## config.mk

```make
export PLATFORM = sky130hd
export DESIGN_NAME = lutx_cluster
export DESIGN_NICKNAME = d
export VERILOG_FILES = /design/src/rtl/lutx_pkg.sv /design/src/rtl/lutx_table.sv /design/src/rtl/lutx_pair.sv /design/src/rtl/lutx_cluster.sv
export SDC_FILE = /design/constraint.sdc
export NUM_CORES = 1
export LEC_CHECK = 0
export BUFFER_PORTS_ARGS = -buffer_cell sky130_fd_sc_hd__clkbuf_2
export CORE_MARGIN = 3
export CORE_UTILIZATION = 38
export DETAILED_ROUTE_END_ITERATION = 8
export PLACE_DENSITY = 0.53
export SYNTH_ARGS = -nofsm -noshare
export SYNTH_HDL_FRONTEND = slang
export SYNTH_SLANG_ARGS = --single-unit
```

## constraint.sdc

```tcl
create_clock -name clk -period 2.4 [get_ports clk]
set_input_delay 0.36 -clock clk [delete_from_list [all_inputs] [get_ports clk]]
set_output_delay 0.36 -clock clk [all_outputs]
set_load 0.1 [all_outputs]
```

## src/rtl/lutx_pkg.sv

```systemverilog
package lutx_pkg;

    localparam int unsigned LUT_K_DEF = 4;
    localparam int unsigned PAIRS     = 2;
    localparam int unsigned PER_PAIR  = 2;
    localparam int unsigned NUM_LUTS  = PAIRS * PER_PAIR;

    typedef enum logic {
        PICK_LOWER = 1'b0,
        PICK_UPPER = 1'b1
    } pick_e;

    function automatic int unsigned lut_index(input int unsigned pair, input pick_e half);
        return pair * PER_PAIR + int'(half);
    endfunction

endpackage

```

## src/rtl/lutx_table.sv

```systemverilog
module lutx_table #(
    parameter  int unsigned K     = 4,
    localparam int unsigned TBL_W = 1 << K
) (
    input  logic             clk,
    input  logic             rst_n,
    input  logic             wr_en_i,
    input  logic [TBL_W-1:0] wr_tbl_i,
    input  logic [K-1:0]     addr_i,
    output logic             out_o
);

    typedef struct packed {
        logic [TBL_W-1:0] tbl;
    } tbl_state_t;

    tbl_state_t st_d, st_q;

    always_comb begin
        st_d = st_q;
        if (wr_en_i) begin
            st_d.tbl = wr_tbl_i;
        end
    end

    always_ff @(posedge clk or negedge rst_n) begin
        if (!rst_n) begin
            st_q <= '0;
        end else begin
            st_q <= st_d;
        end
    end

    assign out_o = st_q.tbl[addr_i];

    AST_RESET_CLEAR: assert property (@(posedge clk) disable iff (!rst_n)
        $rose(rst_n) |-> (st_q.tbl == '0));

    AST_WRITE_LANDS: assert property (@(posedge clk) disable iff (!rst_n)
        wr_en_i |=> (st_q.tbl == $past(wr_tbl_i)));

    AST_IDLE_HOLD: assert property (@(posedge clk) disable iff (!rst_n)
        !wr_en_i |=> $stable(st_q.tbl));

endmodule

```

## src/rtl/lutx_pair.sv

```systemverilog
module lutx_pair #(
    parameter  int unsigned K     = 4,
    localparam int unsigned TBL_W = 1 << K,
    localparam int unsigned N     = lutx_pkg::PER_PAIR
) (
    input  logic             clk,
    input  logic             rst_n,
    input  logic [N-1:0]     wr_en_i,
    input  logic [TBL_W-1:0] wr_tbl_i,
    input  logic [N*K-1:0]   lut_in_i,
    input  logic             f5_sel_i,
    output logic [N-1:0]     lut_o,
    output logic             f5_o
);

    for (genvar h = 0; h < N; h++) begin : g_tbl
        lutx_table #(.K(K)) tbl_i (
            .clk      (clk),
            .rst_n    (rst_n),
            .wr_en_i  (wr_en_i[h]),
            .wr_tbl_i (wr_tbl_i),
            .addr_i   (lut_in_i[h*K +: K]),
            .out_o    (lut_o[h])
        );
    end

    always_comb begin
        if (lutx_pkg::pick_e'(f5_sel_i) == lutx_pkg::PICK_UPPER) begin
            f5_o = lut_o[1];
        end else begin
            f5_o = lut_o[0];
        end
    end

    AST_ONE_WRITER: assert property (@(posedge clk) disable iff (!rst_n)
        $onehot0(wr_en_i));

    AST_F5_QUIET: assert property (@(posedge clk) disable iff (!rst_n)
        ($stable(lut_o) && $stable(f5_sel_i)) |-> $stable(f5_o));

endmodule

```

## src/rtl/lutx_cluster.sv

```systemverilog
module lutx_cluster #(
    parameter  int unsigned K     = lutx_pkg::LUT_K_DEF,
    localparam int unsigned TBL_W = 1 << K,
    localparam int unsigned NL    = lutx_pkg::NUM_LUTS,
    localparam int unsigned NP    = lutx_pkg::PAIRS,
    localparam int unsigned PP    = lutx_pkg::PER_PAIR,
    localparam int unsigned IDX_W = $clog2(NL)
) (
    input  logic             clk,
    input  logic             rst_n,
    input  logic             cfg_we_i,
    input  logic [IDX_W-1:0] cfg_idx_i,
    input  logic [TBL_W-1:0] cfg_tbl_i,
    input  logic [NL*K-1:0]  lut_in_i,
    input  logic [NP-1:0]    f5_sel_i,
    input  logic             f6_sel_i,
    output logic [NL-1:0]    lut_o,
    output logic [NP-1:0]    f5_o,
    output logic             f6_o
);

    logic [NL-1:0] wr_vec;

    always_comb begin
        wr_vec = '0;
        if (cfg_we_i) begin
            wr_vec[cfg_idx_i] = 1'b1;
        end
    end

    for (genvar p = 0; p < NP; p++) begin : g_pair
        lutx_pair #(.K(K)) pair_i (
            .clk      (clk),
            .rst_n    (rst_n),
            .wr_en_i  (wr_vec[p*PP +: PP]),
            .wr_tbl_i (cfg_tbl_i),
            .lut_in_i (lut_in_i[p*PP*K +: PP*K]),
            .f5_sel_i (f5_sel_i[p]),
            .lut_o    (lut_o[p*PP +: PP]),
            .f5_o     (f5_o[p])
        );
    end

    always_comb begin
        if (lutx_pkg::pick_e'(f6_sel_i) == lutx_pkg::PICK_UPPER) begin
            f6_o = f5_o[1];
        end else begin
            f6_o = f5_o[0];
        end
    end

    AST_F6_ROUTE: assert property (@(posedge clk) disable iff (!rst_n)
        f6_o == lut_o[{f6_sel_i, f5_sel_i[f6_sel_i]}]);

    AST_RESET_OUTS: assert property (@(posedge clk) disable iff (!rst_n)
        $rose(rst_n) |-> (lut_o == '0 && f5_o == '0 && !f6_o));

endmodule

```

[Word level (Yosys, flattened, before mapping)]
Cells that the tools add are included.
Cells by class
  add/subtract/negate cells: 0
  multipliers: 0
  div/mod/pow operators: 0
  magnitude comparators: 6
  eq/ne operators: 0
  shift-type cells: 0
  muxes and demuxes: 14
  bitwise logic cells: 0
  reduce and logical (&&, ||, !) cells: 1
Operators by type and width (count)
  < comparator 4 x 5 -> 1 bit, second input constant: 4
  binary-select mux 1 bit (select 4 bit): 4
  two-way mux 1 bit: 8
  two-way mux 4 bit: 1
  < comparator 2 x 3 -> 1 bit, second input constant: 1
  demux 1 bit (select 2 bit): 1
  >= comparator 2 x 1 -> 1 bit, second input constant: 1
  logical AND 1 bit: 1
Word-level totals
  bits in registers: 64
  bits in latches: 0
  RAM bits: 0
  bits in read-only memories: 0
  input port bits: 40
  output and inout port bits: 7
  logic and storage cells: 25
  memories kept: 0

[Logic depth before layout (Yosys ltp)]
  depth in word-level cells: 5
  mapped depth: 5
  mapped depth without buffers: 5

[Hierarchy]
From an unflattened synthesis, not the netlist that was laid out.
Unflattened totals
  cells, all modules: 171
  area, all modules: 2979.1 um2
Modules (own cells, without submodules)
  lutx_table: times used 4, cells an instance 41, area an instance 725.7 um2, seq. area each 400.4 um2
  lutx_cluster: times used 1, cells an instance 5, area an instance 46.3 um2, seq. area each 0.0 um2
  lutx_pair: times used 2, cells an instance 1, area an instance 15.0 um2, seq. area each 0.0 um2

[Least setup slack after synthesis]
OpenSTA, ideal clock, no wires.
  kind: in2out
  start point: input lut_in_i[2]
  end point: output f6_o
  arrival time: 1.776 ns
  data required time: 2.040 ns
  setup slack: 0.264 ns
  stages on the path: 5
  buffers on the path: 0
  path through: mux4_1 mux2i_1 mux2i_1 mux2_4 mux2_4
Between the ends
  cells in the longest elaborated chain, start to end: 4
RTL lines
  from (decl): RTL line lutx_cluster.sv:14  | input logic [NL*K-1:0] lut_in_i,
  binary-select mux 1 bit (select 4 bit): RTL line lutx_table.sv:34  | assign out_o = st_q.tbl[addr_i];
  two-way mux 1 bit (not written as such): RTL line lutx_table.sv:34
  named net g_pair[0].pair_i.g_tbl[0].tbl_i.out_o: RTL line lutx_table.sv:10  | output logic out_o
  two-way mux 1 bit: RTL line lutx_pair.sv:28  | if (lutx_pkg::pick_e'(f5_sel_i) == lutx_pkg::PICK_UPPER) begin
  named net g_pair[0].pair_i.f5_o: RTL line lutx_pair.sv:13  | output logic f5_o
  two-way mux 1 bit: RTL line lutx_cluster.sv:45  | if (lutx_pkg::pick_e'(f6_sel_i) == lutx_pkg::PICK_UPPER) begin
  to (decl): RTL line lutx_cluster.sv:19  | output logic f6_o
The timed path passes the listed nets, and every way through them passes these cells. The select of a mux whose other input is x is not followed.

[Worst setup path after layout]
  start point: register g_pair[0].pair_i.g_tbl[0].tbl_i.st_q[5] (netlist bit)
  end point: output f6_o
Between the ends
  cells in the longest elaborated chain, start to end: 4
RTL lines
  from (decl): RTL line lutx_table.sv:17  | tbl_state_t st_d, st_q;
  from (signal assigned): RTL line lutx_table.sv:30  | st_q <= st_d;
  binary-select mux 1 bit (select 4 bit): RTL line lutx_table.sv:34
  two-way mux 1 bit (not written as such): RTL line lutx_table.sv:34
  two-way mux 1 bit: RTL line lutx_pair.sv:28
  two-way mux 1 bit: RTL line lutx_cluster.sv:45
Every way passes these cells. The select of a mux whose other input is x is not followed.

==> run_results.csv <==
group,metric,value,unit
detailed_routing,ant_nets,0,
cells_and_area,nets,276,
placement,pre_cts_ws,-156,ps
cells_and_area,final_cells,337,
worst_setup_path,crit_path_max_incr_delay,500,ps
run_status,violations,"setup timing",
run_status,status,"complete, but fails checks",
timing,layout_setup_ws,-224,ps
cells_and_area,reg.largest.list,"g_pair.pair_i.g_tbl.tbl_i.st_q (64)",
pwr,power_density,872,nW/um2
timing,fin_crit,2620,ps
clocking,h-tree-depth,3,
yosys,synth_seq_cells,64,
die,die_h,94.7,um
die,num_rows,31,
worst_setup_path,cp_num_buf_inv,1,
cells_and_area,largest_reg_flops,64,
yosys,synth_compound_gate_area_share,0,%
worst_setup_path,crit_fanout,2,
timing,relSlewSlack,44.9,%
clocking,cts.sink_count,64,
pwr,p_int,2.21,mW
die,start_util,40.2,%
detailed_routing,drc,0,
die,die_w,94.7,um
worst_setup_path,cp-end-kind,"output port",
timing,finalSetupViolCount,3,
clocking,cts_root_buf,"clkbuf_8",
timing,worst_slew_pin_slew,824,ps
timing,report.final.slew_viol_count,0,
die,io_pins,47,
yosys,synth_top_family_by_area,"multiplexers",
global_routing,grt_pass1_wl,10700,um
global_routing,antenna_found_initial,0,
worst_setup_path,critPathRequiredTime,2040,ps
yosys,seq_area_frac_synth,53.5,%
clocking,cts_hold_buffers,0,
yosys,synth_xor_xnor_area_share,0,%
job,maxCapViolCount,0,
timing,skew,0,ps
pwr,pwr-share-clk,24.2,%
worst_setup_path,reg2reg_slack,1520,ps
yosys,synthAdderAreaFrac,0,%
cells_and_area,syn_to_final_growth,22.4,%
detailed_routing,wl_per_cell,20.1,um
detailed_routing,drtPass1Iterations,4,
yosys,synth_cell_types,11,
pwr,p_seq_share,43.7,%
cells_and_area,design_area,3660,um2
clocking,cts_tree,"yes",
detailed_routing,wl,6780,um
cells_and_area,drive_gt1_share,64.3,%
yosys,synthCells,173,
cells_and_area,fillers,657,
clocking,clk_path_buf_depth,2,
placement,post-place-cells,322,
pwr,ir_drop,0.310,mV
global_routing,grt_max_degree,39,
die,core_region_area,7450,um2
pwr,power.switching,981,uW
worst_setup_path,cp_data_arrival_time,2260,ps
global_routing,grt_use_total,16.3,%
yosys,synth_mux_area_share,43.4,%
placement,dpl.hpwl,5270,um
placement,gp_congestion,0.782,
yosys,syn_nets,213,
detailed_routing,drt_iter0_drc,81,
worst_setup_path,reg2reg_depth,2,
worst_setup_path,path_delay_family,"multiplexers",
placement,port_buffers,46,
clocking,path_clk_slew,60,ps
die,die_area,8980,um2
detailed_routing,vias_per_cell,5.15,
clocking,insertion_delay,320,ps
placement,dpl_cell_area,3490,um2
worst_setup_path,crit_cells,6,
detailed_routing,vias,1736,
yosys,yosysWarnings,0,
yosys,syn-cell-area,2990,um2
worst_setup_path,worstSetupPathType,"flop to output port",
worst_setup_path,crit_slowest_cell,"mux4_2",
timing,period_share,109,%
clocking,numCtsBuffers,9,
worst_setup_path,crit_chain,"mux4_2 -> mux2i_1 -> mux2i_1 -> mux2_4 -> mux2_4 -> buf_12",
global_routing,first_global_vias,1927,
pwr,p_leak,1.65,nW
cells_and_area,antenna_cells,0,
timing,fmax,381,MHz
pwr,power_frac_comb,32.1,%
pwr,p_sw_share,30.7,%
pwr,total_power,3.19,mW
global_routing,globalRouteOverflowTotal,0,
cells_and_area,largest_register,"g_pair.pair_i.g_tbl.tbl_i.st_q",
timing,finalHoldViolations,0,
yosys,synth.avg_cell_area,17.3,um2
hold_path,min_path_type,"primary input to async pin",
timing,rsz0062_at_grt,"true",
worst_setup_path,start_kind,"flop",
yosys,yosys.area_share.simple,1.09,%
==> synthesized netlist by cell type, drive strengths merged <==
master   n  area [um2]
buf      6        45.0
clkbuf   4        15.0
dfrtp   64        1600
mux2    67         766
mux2i   12         120
mux4    16         413
nand3    1        5.00
nand3b   2        15.0
nor3b    1        12.5
==> cells in the final DEF (no fill, tap or decap) <==
| cell type | n |
|---|---|
| mux2_2 | 64 |
| dfrtp_1 | 64 |
| clkbuf_2 | 39 |
| buf_4 | 14 |
| clkbuf_8 | 11 |
| mux2i_1 | 10 |
| mux4_2 | 9 |
| mux4_1 | 7 |
| buf_12 | 7 |
| mux2_4 | 3 |
| mux2i_2 | 2 |
| nand3b_1 | 2 |
| nor3b_2 | 1 |
| nand3_1 | 1 |
| clkinv_2 | 1 |
| clkbuf_1 | 1 |
| buf_8 | 1 |
| buf_6 | 1 |
==> final cells by class <==
type,count,area (um2),area share [%]
sequential,64,1600,43.7
tap,99,124,3.38
multi-input combinational,99,1310,35.8
clock buffer,12,155,4.23
timing repair buffer,62,467,12.7
clock inverter,1,5.00,0.137
==> power by group through the flow <==
stage	logic (mW)	registers, mW	clock network, mW
after floorplan	0.689	1.36	0
after global placement	0.969	1.40	0
after detailed placement	0.999	1.41	0
after CTS	1.02	1.39	0.801
after global routing	1.08	1.42	0.848
final	1.03	1.40	0.772
==> worst paths after layout <==
path	from	to
setup / recovery	g_pair[0].pair_i.g_tbl[0].tbl_i.st_q[5]$_DFFE_PN0P_	f6_o
hold / removal	rst_n	g_pair[1].pair_i.g_tbl[0].tbl_i.st_q[12]$_DFFE_PN0P_
setup reg to reg	g_pair[0].pair_i.g_tbl[0].tbl_i.st_q[5]$_DFFE_PN0P_	g_pair[0].pair_i.g_tbl[0].tbl_i.st_q[5]$_DFFE_PN0P_
hold reg to reg	g_pair[0].pair_i.g_tbl[0].tbl_i.st_q[10]$_DFFE_PN0P_	g_pair[0].pair_i.g_tbl[0].tbl_i.st_q[10]$_DFFE_PN0P_
max in group asynchronous	rst_n	g_pair[0].pair_i.g_tbl[1].tbl_i.st_q[2]$_DFFE_PN0P_
min in group clk	cfg_tbl_i[1]	g_pair[0].pair_i.g_tbl[1].tbl_i.st_q[1]$_DFFE_PN0P_
==> repair_timing <==
action	4_1_cts	5_1_grt
endpoints found under the setup margin	4	4
gates resized for setup	9	4
buffers inserted	1	1
==> stage by stage <==
| stage | util, % | setup TNS, ps | hold WS, ps |
|---|---|---|---|
| 2_1_floorplan | - | 0 | 64.4 |
| 3_3_place_gp | 46.9 | -101 | 423 |
| 3_5_place_dp | 46.9 | -156 | 442 |
| 4_1_cts | 49.0 | -372 | 83.4 |
| 5_1_grt | 49.2 | -529 | 126 |
| 6_report | 49.2 | -326 | 80.4 |
==> kinds of logic (layout without fill, tap and decap cells) <==
| group | Yosys count | after routing |
|---|---|---|
| multiplexers | 95 | 95 |
| AND/OR/NAND/NOR | 4 | 4 |
| buffers and inverters | 10 | 75 |
| flip-flops | 64 | 64 |
==> metal layers <==
layer	wire length [um]	GRT usage, %
met4	42	5.05
met2	3110	24.7
met1	3300	22.9
met5	0	0
met3	329	4.38
==> worst reg2reg max path, cell delays in order (launching register included) <==
cell	delay, ps
dfrtp_1	380
buf_4	130
mux2_2	250
No activity file was read; power rests on OpenSTA's default activity.
